### src/rtl/arch_rf_pkg.sv
`timescale 1ns/1ps
package arch_rf_pkg;

    parameter int RF_DATA_W = 16;
    parameter int RF_ADDR_W = 4;
    localparam int RF_DEPTH = 1 << RF_ADDR_W;

    typedef logic [RF_DATA_W-1:0] word_t;
    typedef logic [RF_ADDR_W-1:0] ridx_t;

    // Registers with implicit writers. Registers 7 and 8 (memory address and
    // memory data) need no special path and are written through the general port.
    localparam ridx_t IDX_AT   = ridx_t'(13);
    localparam ridx_t IDX_COND = ridx_t'(14);
    localparam ridx_t IDX_LINK = ridx_t'(15);

    // Winning write source for one register in one cycle.
    typedef enum logic [2:0] {
        SRC_NONE,
        SRC_GEN,
        SRC_LOGIC,
        SRC_CMP,
        SRC_CLR,
        SRC_LINK
    } wsrc_e;

    typedef struct packed {
        logic  en;
        ridx_t idx;
        word_t data;
    } wreq_t;

    typedef struct packed {
        logic  logic_we;
        word_t logic_data;
        logic  cmp_we;
        logic  cmp_true;
        logic  cond_clr;
        logic  link_we;
        word_t link_pc;
    } side_req_t;

    function automatic word_t flag_word(input logic t);
        word_t w;
        w    = '0;
        w[0] = t;
        return w;
    endfunction

    function automatic word_t link_word(input word_t pc);
        return pc + word_t'(1);
    endfunction

endpackage

### src/rtl/arch_rf_wsel.sv
`timescale 1ns/1ps
// Per-register write selection: picks the winning source for each stored
// register. Later checks override earlier ones, so side paths beat the
// general port and the clear beats the comparison flag.
module arch_rf_wsel
    import arch_rf_pkg::*;
(
    input  wreq_t     gen_req,
    input  side_req_t side,
    output logic      hit [1:RF_DEPTH-1],
    output word_t     val [1:RF_DEPTH-1]
);

    word_t flag_val;
    word_t link_val;

    assign flag_val = flag_word(side.cmp_true);
    assign link_val = link_word(side.link_pc);

    for (genvar i = 1; i < RF_DEPTH; i++) begin : g_reg
        localparam ridx_t IDX = ridx_t'(i);
        wsrc_e src;
        word_t v;

        always_comb begin
            src = SRC_NONE;
            if (gen_req.en && gen_req.idx == IDX) src = SRC_GEN;
            if (IDX == IDX_AT   && side.logic_we) src = SRC_LOGIC;
            if (IDX == IDX_COND && side.cmp_we)   src = SRC_CMP;
            if (IDX == IDX_COND && side.cond_clr) src = SRC_CLR;
            if (IDX == IDX_LINK && side.link_we)  src = SRC_LINK;
        end

        always_comb begin
            case (src)
                SRC_GEN:   v = gen_req.data;
                SRC_LOGIC: v = side.logic_data;
                SRC_CMP:   v = flag_val;
                SRC_LINK:  v = link_val;
                default:   v = '0;
            endcase
        end

        assign hit[i] = (src != SRC_NONE);
        assign val[i] = v;
    end

endmodule

### src/rtl/arch_rf_bank.sv
`timescale 1ns/1ps
// Storage: flops for registers 1..DEPTH-1, constant zero for register 0.
module arch_rf_bank
    import arch_rf_pkg::*;
(
    input  logic  clk,
    input  logic  rst,
    input  logic  hit [1:RF_DEPTH-1],
    input  word_t val [1:RF_DEPTH-1],
    output word_t q   [RF_DEPTH]
);

    assign q[0] = '0;

    for (genvar i = 1; i < RF_DEPTH; i++) begin : g_store
        word_t r;
        always_ff @(posedge clk) begin
            if (rst)         r <= '0;
            else if (hit[i]) r <= val[i];
        end
        assign q[i] = r;
    end

endmodule

### src/rtl/arch_rf_rdmux.sv
`timescale 1ns/1ps
// One combinational read port.
module arch_rf_rdmux
    import arch_rf_pkg::*;
(
    input  word_t regs [RF_DEPTH],
    input  ridx_t addr,
    output word_t data
);

    assign data = regs[addr];

endmodule

### src/rtl/arch_regfile.sv
`timescale 1ns/1ps
module arch_regfile
    import arch_rf_pkg::*;
(
    input  logic                 clk,
    input  logic                 rst,
    input  logic [RF_ADDR_W-1:0] rd_addr_a,
    output logic [RF_DATA_W-1:0] rd_data_a,
    input  logic [RF_ADDR_W-1:0] rd_addr_b,
    output logic [RF_DATA_W-1:0] rd_data_b,
    input  logic                 wr_en,
    input  logic [RF_ADDR_W-1:0] wr_addr,
    input  logic [RF_DATA_W-1:0] wr_data,
    input  logic                 logic_we,
    input  logic [RF_DATA_W-1:0] logic_data,
    input  logic                 cmp_we,
    input  logic                 cmp_true,
    input  logic                 cond_clr,
    input  logic                 link_we,
    input  logic [RF_DATA_W-1:0] link_pc
);

    wreq_t     gen_req;
    side_req_t side;
    logic      wr_hit [1:RF_DEPTH-1];
    word_t     wr_val [1:RF_DEPTH-1];
    word_t     regs   [RF_DEPTH];

    assign gen_req = '{en: wr_en, idx: wr_addr, data: wr_data};
    assign side    = '{logic_we:   logic_we,
                       logic_data: logic_data,
                       cmp_we:     cmp_we,
                       cmp_true:   cmp_true,
                       cond_clr:   cond_clr,
                       link_we:    link_we,
                       link_pc:    link_pc};

    arch_rf_wsel u_wsel (
        .gen_req (gen_req),
        .side    (side),
        .hit     (wr_hit),
        .val     (wr_val)
    );

    arch_rf_bank u_bank (
        .clk (clk),
        .rst (rst),
        .hit (wr_hit),
        .val (wr_val),
        .q   (regs)
    );

    arch_rf_rdmux u_rd_a (
        .regs (regs),
        .addr (rd_addr_a),
        .data (rd_data_a)
    );

    arch_rf_rdmux u_rd_b (
        .regs (regs),
        .addr (rd_addr_b),
        .data (rd_data_b)
    );

endmodule

### config.mk
export PLATFORM = sky130hd
export DESIGN_NAME = arch_regfile
export DESIGN_NICKNAME = d
export VERILOG_FILES = /design/src/rtl/arch_rf_pkg.sv /design/src/rtl/arch_rf_wsel.sv /design/src/rtl/arch_rf_bank.sv /design/src/rtl/arch_rf_rdmux.sv /design/src/rtl/arch_regfile.sv
export SDC_FILE = /design/constraint.sdc
export NUM_CORES = 1
export LEC_CHECK = 0
export ABC_AREA = 1
export BUFFER_PORTS_ARGS = -buffer_cell sky130_fd_sc_hd__buf_2
export CAP_MARGIN = 20
export CELL_PAD_IN_SITES_DETAIL_PLACEMENT = 1
export CELL_PAD_IN_SITES_GLOBAL_PLACEMENT = 1
export CORE_MARGIN = 5
export CORE_UTILIZATION = 35
export CTS_BUF_LIST = sky130_fd_sc_hd__clkbuf_2 sky130_fd_sc_hd__clkbuf_4 sky130_fd_sc_hd__clkbuf_8
export CTS_CLUSTER_SIZE = 30
export DETAILED_ROUTE_END_ITERATION = 12
export PLACE_DENSITY = 0.78
export SYNTH_ARGS = -nofsm -noshare
export SYNTH_HDL_FRONTEND = slang
export SYNTH_SLANG_ARGS = --single-unit
### constraint.sdc
create_clock -name clk -period 2.6 [get_ports clk]
set_clock_uncertainty 0.05 [all_clocks]
set_input_delay 0 -clock clk [delete_from_list [all_inputs] [get_ports clk]]
set_output_delay 0 -clock clk [all_outputs]
set_load 0.02 [all_outputs]
---- Word level (Yosys, flattened, before mapping) ----
Cells that the tools add are included.
storage, ports and cells
  output and inout port bits .............. 32
  input bits .............................. 68
  register bits after elaboration ......... 240
cells by class
  eq/ne operators ......................... 75
  order comparisons ....................... 2
  muxes and demuxes ....................... 40
  reductions and logical operators ........ 30
  bitwise gates (word level) .............. 2
  add/subtract/negate cells ............... 1
operators with widths
  kind                   number
  $pmux 16 s4            15
  $bmux 16 s4            2
  $mux 16                4
  $eq 1x2->1 const B     24
  $reduce_bool 3->1      15
  $eq 1x3->1 const B     12
  $eq 4x4->1 const B     8
  $add 16x1->16 const B  1
  $eq 4x3->1 const B     4
  $logic_and 1x1->1      15
  $mux 1                 15
  $eq 1x1->1 const B     12
  $eq 3x2->1 const B     4
  $ge 5x5->1 const B     2
  $not 4->5              2
  $eq 4x2->1 const B     2
  $eq 3x1->1 const B     2
  $eq 3x3->1 const B     2
  $mux 3                 2
  $eq 2x2->1 const B     2
  $eq 4x1->1 const B     1
  $mux 2                 2
  $eq 2x3->1 const B     1
  $eq 2x1->1 const B     1

---- Longest topological paths before layout ----
Gate-level depths: netlist (run 1).
  depth in word-level cells ............... 7
  gate-level depth with buffers ........... 9

---- Modules after synthesis ----
A second synthesis (run 1) with hierarchy kept.
unflattened totals
  cell total of the unflattened synthesis .. 3540
  area total of the unflattened synthesis .. 18524.0 um2
modules (own cells, without submodules)
  module         cells each  area an instance (um2)  sequential area each (um2)  times used
  arch_rf_bank   1529        9929.5                  4804.6                      1
  arch_rf_rdmux  775         3266.9                  0.0                         2
  arch_rf_wsel   461         2060.7                  0.0                         1

---- Worst setup path after synthesis (run 1) ----
Ideal clock, no wire load.
  path kind ............................... input to output
  start ................................... in rd_addr_b[0]
  end ..................................... out rd_data_b[11]
  path buffers ............................ 3
  stages .................................. 8
  arrival ................................. 1.117 ns
  path slack .............................. 1.433 ns
  cells stage by stage .................... buf_2 -> clkinv_1 -> buf_2 -> clkbuf_1 -> nor2_1 -> o211ai_1 -> nand3_1 -> nand2_1
on the way
  word-level cells in the longest chain between the ends .. 4
RTL lines
  what                                         line                 text
  start, declared                              arch_regfile.sv:9    input logic [RF_ADDR_W-1:0] rd_addr_b,
  $not 4->5 (not written as such)              arch_rf_rdmux.sv:11  assign data = regs[addr];
  $bmux 16 s4                                  arch_rf_rdmux.sv:11
  $mux 16 (not written as such) (2 in series)  arch_rf_rdmux.sv:11
  end, declared                                arch_regfile.sv:10   output logic [RF_DATA_W-1:0] rd_data_b,
Every way passes these cells. The select of a mux whose other input is x is not followed.

---- Worst setup path after layout (run 1) ----
  start ................................... in cmp_we
  end ..................................... reg u_bank.g_store[14].r[9]
on the way
  word-level cells in the longest chain between the ends .. 4
  elaborated cells between the ends (all ways) .. 8
  those cells by class .................... eq/ne: 4; mux: 3; reduce/logical: 1
RTL lines
  what                                line                text
  start, declared                     arch_regfile.sv:16  input logic cmp_we,
  $mux 2 *                            arch_rf_wsel.sv:29  if (IDX == IDX_COND && side.cmp_we) src = SRC_CMP;
  $mux 3 *                            arch_rf_wsel.sv:30  if (IDX == IDX_COND && side.cond_clr) src = SRC_CLR;
  $eq 3x3->1 (tied with other cells)  arch_rf_wsel.sv:35  case (src)
  $pmux 16 s4                         arch_rf_wsel.sv:35
  end signal, assigned                arch_rf_bank.sv:19  else if (hit[i]) r <= val[i];
  end, declared                       arch_rf_bank.sv:16  word_t r;
Mark *: on every way between the ends. The rest lies on a longest branch, timed or not.
A chain may end at the register's enable or synchronous reset.

==> results.yml, run 1 <==
logic_synthesis:
  syn-cell-area_um2: 13200
  synthDistinctLibCells: 32
  async_flop_share: 0
  synth_top_cell_by_area: "dfxtp_1"
  avgSynthCellArea_um2: 6.54
  yosysMostFrequentCell: "o21ai_0"
  synthFlopType: "dfxtp_1"
  synth_fp_nets: 2095
  synth_warnings: 0
  ys_top_cells_by_area: "dfxtp_1 36%, o21ai_0 14%, o211ai_1 9.1%"
  ys_seq_area_frac: 0.363
  synth_seq_cells: 240
  syn_inst: 2026
  synth_top_area_share: 0.363
  synth_edf_count: 0
  ys_top_cells_by_count: "382 x o21ai_0, 308 x nor2_1, 240 x dfxtp_1"
detailed_routing:
  wl_um: 59400
  drtAntennaViolNets: 0
  num_vias: 15673
  drt-pass1-iter-count: 5
  drc: 0
  vias_per_cell: 5.85
  drt_iter0_markers: 1230
  wire_per_inst_um: 22.2
timing:
  fmax_mhz: 408
  post-route-min-period_ns: 2.45
  worstMarginPinSlew_ns: 0.856
  slew_viol_final: 0
  finalHoldViolCount: 0
  setup_tns_ns: 0
  rsz0062_at_grt: "no"
  fin_crit_sh: 0.943
  slew_headroom: 0.428
  setup_viol: 0
power_and_ir_drop:
  power.density_nw_per_um2: 580
  peakVddDrop_mv: 0.272
  power_mw: 9.28
  p_leak_nw: 6.46
die:
  die_h_um: 205
  start_util: 0.353
  ios: 100
  core_um2: 37500
  dieArea_um2: 41800
  die_w_um: 205
  rows: 71
worst_setup_path:
  cp.arrival_ns: 2.94
  worst-path-max-fanout: 10
  cp-start-kind: "input port"
  worstRegToRegCells: 5
  crit_required_ns: 3.09
  worstSetupEndpointType: "flip-flop"
  r2r-end: "u_bank.g_store[13].r[10]"
  ff2ff_setup_slack_ns: 1.09
  rr_startpoint: "u_bank.g_store[13].r[10]"
  critPathKind: "input port to flip-flop"
global_route:
  grt_overflow: 0
  grt_pass1_vias: 16125
  grt.total_usage: 0.277
  grt_pass1_wl_um: 92300
  antenna_found_initial: 2
  grt_max_degree: 116
worst_hold_path:
  hold_path_end: "u_bank.g_store[15].r[14]"
  worst_hold_path.num_cells: 9
  min_path_type: "input port to flip-flop"
  holdCritStartpoint: "link_pc[2]"
layout:
  reg.largest.list: "u_bank.g_store.r x240"
  largest_reg_flops: 240
  largest-register: "u_bank.g_store.r"
  nFillCells: 4836
  fin_nets: 2209
  areaGrowthSynthToFinish_pct: 20.9
  post-route-util: 0.427
  drive_gt1_frac: 0.121
cts:
  clockBufferDepth: 3
  cts_made_buffers: 44
  clk_latency_ns: 0.57
  ctsHtreeMaxLevel: 2
  tritoncts: "done"
  clk_pin_slew_ns: 0.07
  cts-root-buf: "clkbuf_8"
  cts.sinks: 240
place:
  routabilityCongestion: 0.925
  dp_hpwl_um: 38300
  port_buffers: 99
run:
  cap_violations: 0
run_status:
  status: "finished, final reports clean"
layer usage:
layer / routed length [um] / GRT usage / part of all wire / vias to the layer above
met4: 2790 / 0.129 / 0.047 / 0
met1: 24800 / 0.355 / 0.42 / 7669
li1: - / - / - / 7143
met2: 27400 / 0.459 / 0.46 / 702
met3: 4480 / 0.0418 / 0.075 / 159
met5: 0 / 0 / 0 / -
final cells by class:
cell class | count | area [um^2] | area share
antenna | 1 | 2.50 | 0.000156
clock buffer | 71 | 871 | 0.0544
multi-input combinational | 1457 | 7160 | 0.447
sequential | 240 | 4800 | 0.300
tap | 511 | 639 | 0.0399
timing repair buffer | 240 | 1880 | 0.118
inverter | 157 | 597 | 0.0373
clock inverter | 4 | 50.0 | 0.00313
report_power, final:
group | internal [mW] | leakage [nW] | switching (mW)
clock | 2.20 | 0.485 | 1.68
sequential | 3.78 | 1.95 | 0.0784
combinational | 0.498 | 4.02 | 1.04
placed cells by master (no fill, tap or decap), types with 2 or more instances in the layout:
cell type,count
inv_2,7
o211ai_1,161
buf_4,47
clkinvlp_4,2
nor2_1,304
buf_12,7
nand3_1,142
o21bai_1,2
o21ai_0,382
buf_2,94
nand2_1,223
a21oi_2,2
inv_4,3
a21oi_1,185
dlygate4sd3_1,92
clkbuf_4,17
clkbuf_8,54
dfxtp_1,240
nor2_2,10
nor2_4,3
a31oi_1,16
or2_2,7
inv_1,135
nand2_2,4
clkinv_1,12
o22ai_1,7
metrics by stage:
stage	hold slack (ns)	setup slack, ns	cell area, um^2	std cells
finish	0.0625	0.148	16000	2681
global route	0.0941	0.0496	16000	2681
CTS	0.0421	0.0218	16000	2681
detailed placement	0.252	0.680	14100	2510
global placement	0.253	0.766	14100	2510
floorplan	0.120	1.43	13200	2026
cell families (layout without fill, tap and decap cells):
| family | Yosys count | in the layout | synth area share |
|---|---|---|---|
| XOR/XNOR | 1 | 1 | 0.000661 |
| flip-flops | 240 | 240 | 0.363 |
| AO/OA/AOI/OAI | 757 | 757 | 0.320 |
| buffers and inverters | 329 | 472 | 0.0981 |
| other | 0 | 1 | 0 |
| adder cells (fa/ha/maj) | 1 | 1 | 0.000945 |
| AND/OR/NAND/NOR | 698 | 698 | 0.218 |
worst max-delay path by stage:
| stage | startpoint | end | slack (ns) | depth (start not counted) |
|---|---|---|---|---|
| 6_report | cmp_we | u_bank.g_store[14].r[9] | 0.15 | 10 |
| 5_1_grt | cmp_we | u_bank.g_store[14].r[9] | 0.05 | 10 |
| 2_1_floorplan | rd_addr_b[0] | rd_data_b[11] | 1.43 | 8 |
| 4_1_cts | link_pc[5] | u_bank.g_store[15].r[10] | 0.02 | 12 |
| 3_3_place_gp | wr_addr[2] | u_bank.g_store[4].r[4] | 0.77 | 7 |
| 3_5_place_dp | wr_addr[2] | u_bank.g_store[4].r[8] | 0.68 | 7 |
what timing repair did:
action | CTS | global route
hold endpoints to repair | 202 | 0
hold buffers | 96 | 0
buffers inserted | 0 | 3
resized for setup | 0 | 12
setup endpoints to repair | 0 | 5
critical path, stage by stage:
cell,delay [ns]
dlygate4sd3_1,0.52
buf_2,0.12
nor2_1,0.11
dlygate4sd3_1,0.64
buf_4,0.22
o21ai_0,0.15
buf_4,0.20
or2_2,0.30
a21oi_1,0.12
dlygate4sd3_1,0.55
Note: power is estimated with default switching activity, not from simulation.
==> run 2: changes to the inputs <==
--- a/config.mk
+++ b/config.mk
@@ -15,7 +15,8 @@
 export CTS_BUF_LIST = sky130_fd_sc_hd__clkbuf_2 sky130_fd_sc_hd__clkbuf_4 sky130_fd_sc_hd__clkbuf_8
 export CTS_CLUSTER_SIZE = 30
 export DETAILED_ROUTE_END_ITERATION = 12
-export PLACE_DENSITY = 0.78
+export PLACE_DENSITY = 0.81
 export SYNTH_ARGS = -nofsm -noshare
 export SYNTH_HDL_FRONTEND = slang
+export SYNTH_HIERARCHICAL = 1
 export SYNTH_SLANG_ARGS = --single-unit
==> results.yml, run 2 <==
power_and_ir_drop:
  peakVddDrop_mv: 0.300
  p_leak_nw: 9.88
  power.density_nw_per_um2: 491
timing:
  finalHoldViolCount: 0
  worstMarginPinSlew_ns: 0.899
  slew_viol_final: 0
  fmax_mhz: 403
  post-route-min-period_ns: 2.48
  rsz0062_at_grt: "yes"
  setup_viol: 0
  whs_ns: 0.0424
  setup_tns_ns: 0
  slew_headroom: 0.401
  fin_crit_sh: 0.954
detailed_routing:
  wl_um: 79000
  vias_per_cell: 4.92
  wl_met2_um: 37100
  drt_iter0_markers: 1790
  wire_per_inst_um: 18.1
  drtAntennaViolNets: 0
  met3WireLength_um: 5140
  drt-pass1-iter-count: 5
  num_vias: 21483
  wl_met1_um: 33300
  routed.top_layer: "met4"
  drc: 0
logic_synthesis:
  synth_compound_area_frac: 0.0105
  ys_top_cells_by_area: "dfxtp_1 26%, nand2_1 25%, nor2_1 14%"
  synth_top_cell_by_area: "dfxtp_1"
  syn-cell-area_um2: 18500
  synthFlopType: "dfxtp_1"
  syn_inst: 3540
  synth-xor-area-share: 0
  synthAdderAreaFrac: 0.000675
  synth_seq_cells: 240
  synthDistinctLibCells: 25
  synth_warnings: 6
  avgSynthCellArea_um2: 5.23
  async_flop_share: 0
  synth_mux_area_frac: 0
  synth_top_area_share: 0.259
  synthSimpleGateAreaFrac: 0.514
  synth_edf_count: 0
  ys_seq_area_frac: 0.259
  ys_top_cells_by_count: "1,218 x nand2_1, 683 x nor2_1, 675 x inv_1"
  yosysMostFrequentCell: "nand2_1"
  synth_top_family_by_area: "simple AND/OR/NAND/NOR gates"
worst_setup_path:
  crit_path_max_incr_delay_ns: 0.58
  cp.arrival_ns: 3.00
  path_common_cell: "nand2_1"
  cp-start-kind: "input port"
  crit_chain: "dlygate4sd3_1 > buf_2 > ha_1 > nand2_1 > nor3_2 > nand2_1 > nand2_1 > nand3_1 > nand2_1 > dlygate4sd3_1 > inv_1 > nand2_1 > nand2_1 > dlygate4sd3_1 > nor2_1"
  crit_required_ns: 3.12
  cp_slowest_cell: "dlygate4sd3_1"
  critPathKind: "input port to flip-flop"
  crit_buf_inv: 5
  critPathTopFamily: "buffers and inverters"
  worst-path-max-fanout: 4
  worstSetupEndpointType: "flip-flop"
global_route:
  antenna_found_initial: 0
  grt_pass1_vias: 21006
  grt_max_degree: 129
  grt.total_usage: 0.267
  grt_overflow: 0
  grt_pass1_wl_um: 121000
layout:
  areaGrowthSynthToFinish_pct: 14.4
  seq_area_um2: 4800
  layout_commonest_cell: "nand2_1"
  fin_nets: 3708
  nFillCells: 7462
  drive_gt1_frac: 0.0865
  largest-register: "u_bank/g_store.r"
  largest_reg_flops: 240
  stdcell_area_um2: 21200
  multi_input_area_um2: 9810
  layout_common_cells: "1,218 x nand2_1, 677 x nor2_1, 675 x inv_1"
  reg.largest.list: "u_bank/g_store.r x240"
worst_hold_path:
  min_path_type: "input port to flip-flop"
die:
  die_h_um: 240
  core_um2: 52400
  ios: 100
  die_w_um: 240
  dieArea_um2: 57600
  rows: 84
  start_util: 0.353
place:
  routabilityCongestion: 0.907
  placed_cell_area_um2: 19200
  dp_hpwl_um: 49800
  port_buffers: 99
cts:
  cts-root-buf: "clkbuf_8"
  clk_latency_ns: 0.64
  cts.sinks: 240
  clk_pin_slew_ns: 0.06
  postCtsSetupBuffers: 0
  ctsHtreeMaxLevel: 2
  clockBufferDepth: 3
  tritoncts: "done"
  cts_made_buffers: 48
run_status:
  status: "finished, final reports clean"
run:
  cap_violations: 0
[run 2: changes by cell type in the layout (fill, tap and decap cells not counted), sizes merged, moves of 18 or more]
cell | before | now
a21oi | 187 | 2
buf | 148 | 166
inv | 145 | 690
nand2 | 227 | 1221
nand3 | 142 | 406
nor2 | 317 | 717
o211ai | 161 | 0
o21ai | 383 | 30
[run 2: cells by family after synthesis]
group | count (synthesis)
buf+inv | 912
flops | 240
fa+ha+maj | 1
simple gates | 2349
compound gates | 37
other cells | 1
[run 2: repair_timing]
item | in CTS | in global routing
hold buffers | 90 | 0
resized for setup | 0 | 1
endpoints found under the setup margin | 0 | 3
endpoints found under the hold margin | 94 | 0
[run 2: routing by layer]
layer	vias up	track usage
li1	10415	-
met1	10186	0.339
met2	703	0.457
met3	179	0.0364
met4	0	0.110
met5	-	0
[run 2: where the power goes]
part	switching (mW)	total, mW	internal, mW
sequential	0.114	3.90	3.79
combinational	1.39	2.03	0.647
clock	1.88	4.46	2.58
[run 2: layout make-up]
class	count	area share
multi-input cells	2403	0.463
diodes	1	0.000118
flip-flops and latches	240	0.227
clock buffers	80	0.0466
well taps	688	0.0406
inverters	690	0.123
clock inverters	7	0.00425
repair buffers	256	0.0963
[run 2: through the flow]
step | worst slack, ns | cells | utilization | power [mW]
3_5_place_dp | 0.820 | 4187 | 0.366 | 5.84
5_1_grt | -0.0357 | 4364 | 0.404 | 10.8
3_3_place_gp | 0.857 | 4187 | 0.366 | 5.81
4_1_cts | 0.153 | 4364 | 0.404 | 10.4
6_report | 0.120 | 4365 | 0.404 | 10.4
2_1_floorplan | 1.38 | 3555 | - | 5.21
[run 2: worst paths after layout]
| check | start | end | slack (ns) | cells after the start |
|---|---|---|---|---|
| worst max-delay path | link_pc[0] | u_bank/g_store[15].r[10] | 0.12 | 15 |
| worst min-delay path | wr_addr[3] | u_bank/g_store[5].r[3] | 0.04 | 7 |
| worst max register to register | u_bank/g_store[10].r[8] | u_bank/g_store[10].r[8] | 1.43 | 3 |
| worst min register to register | u_bank/g_store[5].r[12] | u_bank/g_store[5].r[12] | 0.43 | 2 |
[run 2: worst register-to-register path, cell delays in order, from the launching register on]
cell and delay [ns]:
dfxtp_1 0.38, nor2_1 0.05, nor2_1 0.10, dlygate4sd3_1 0.54
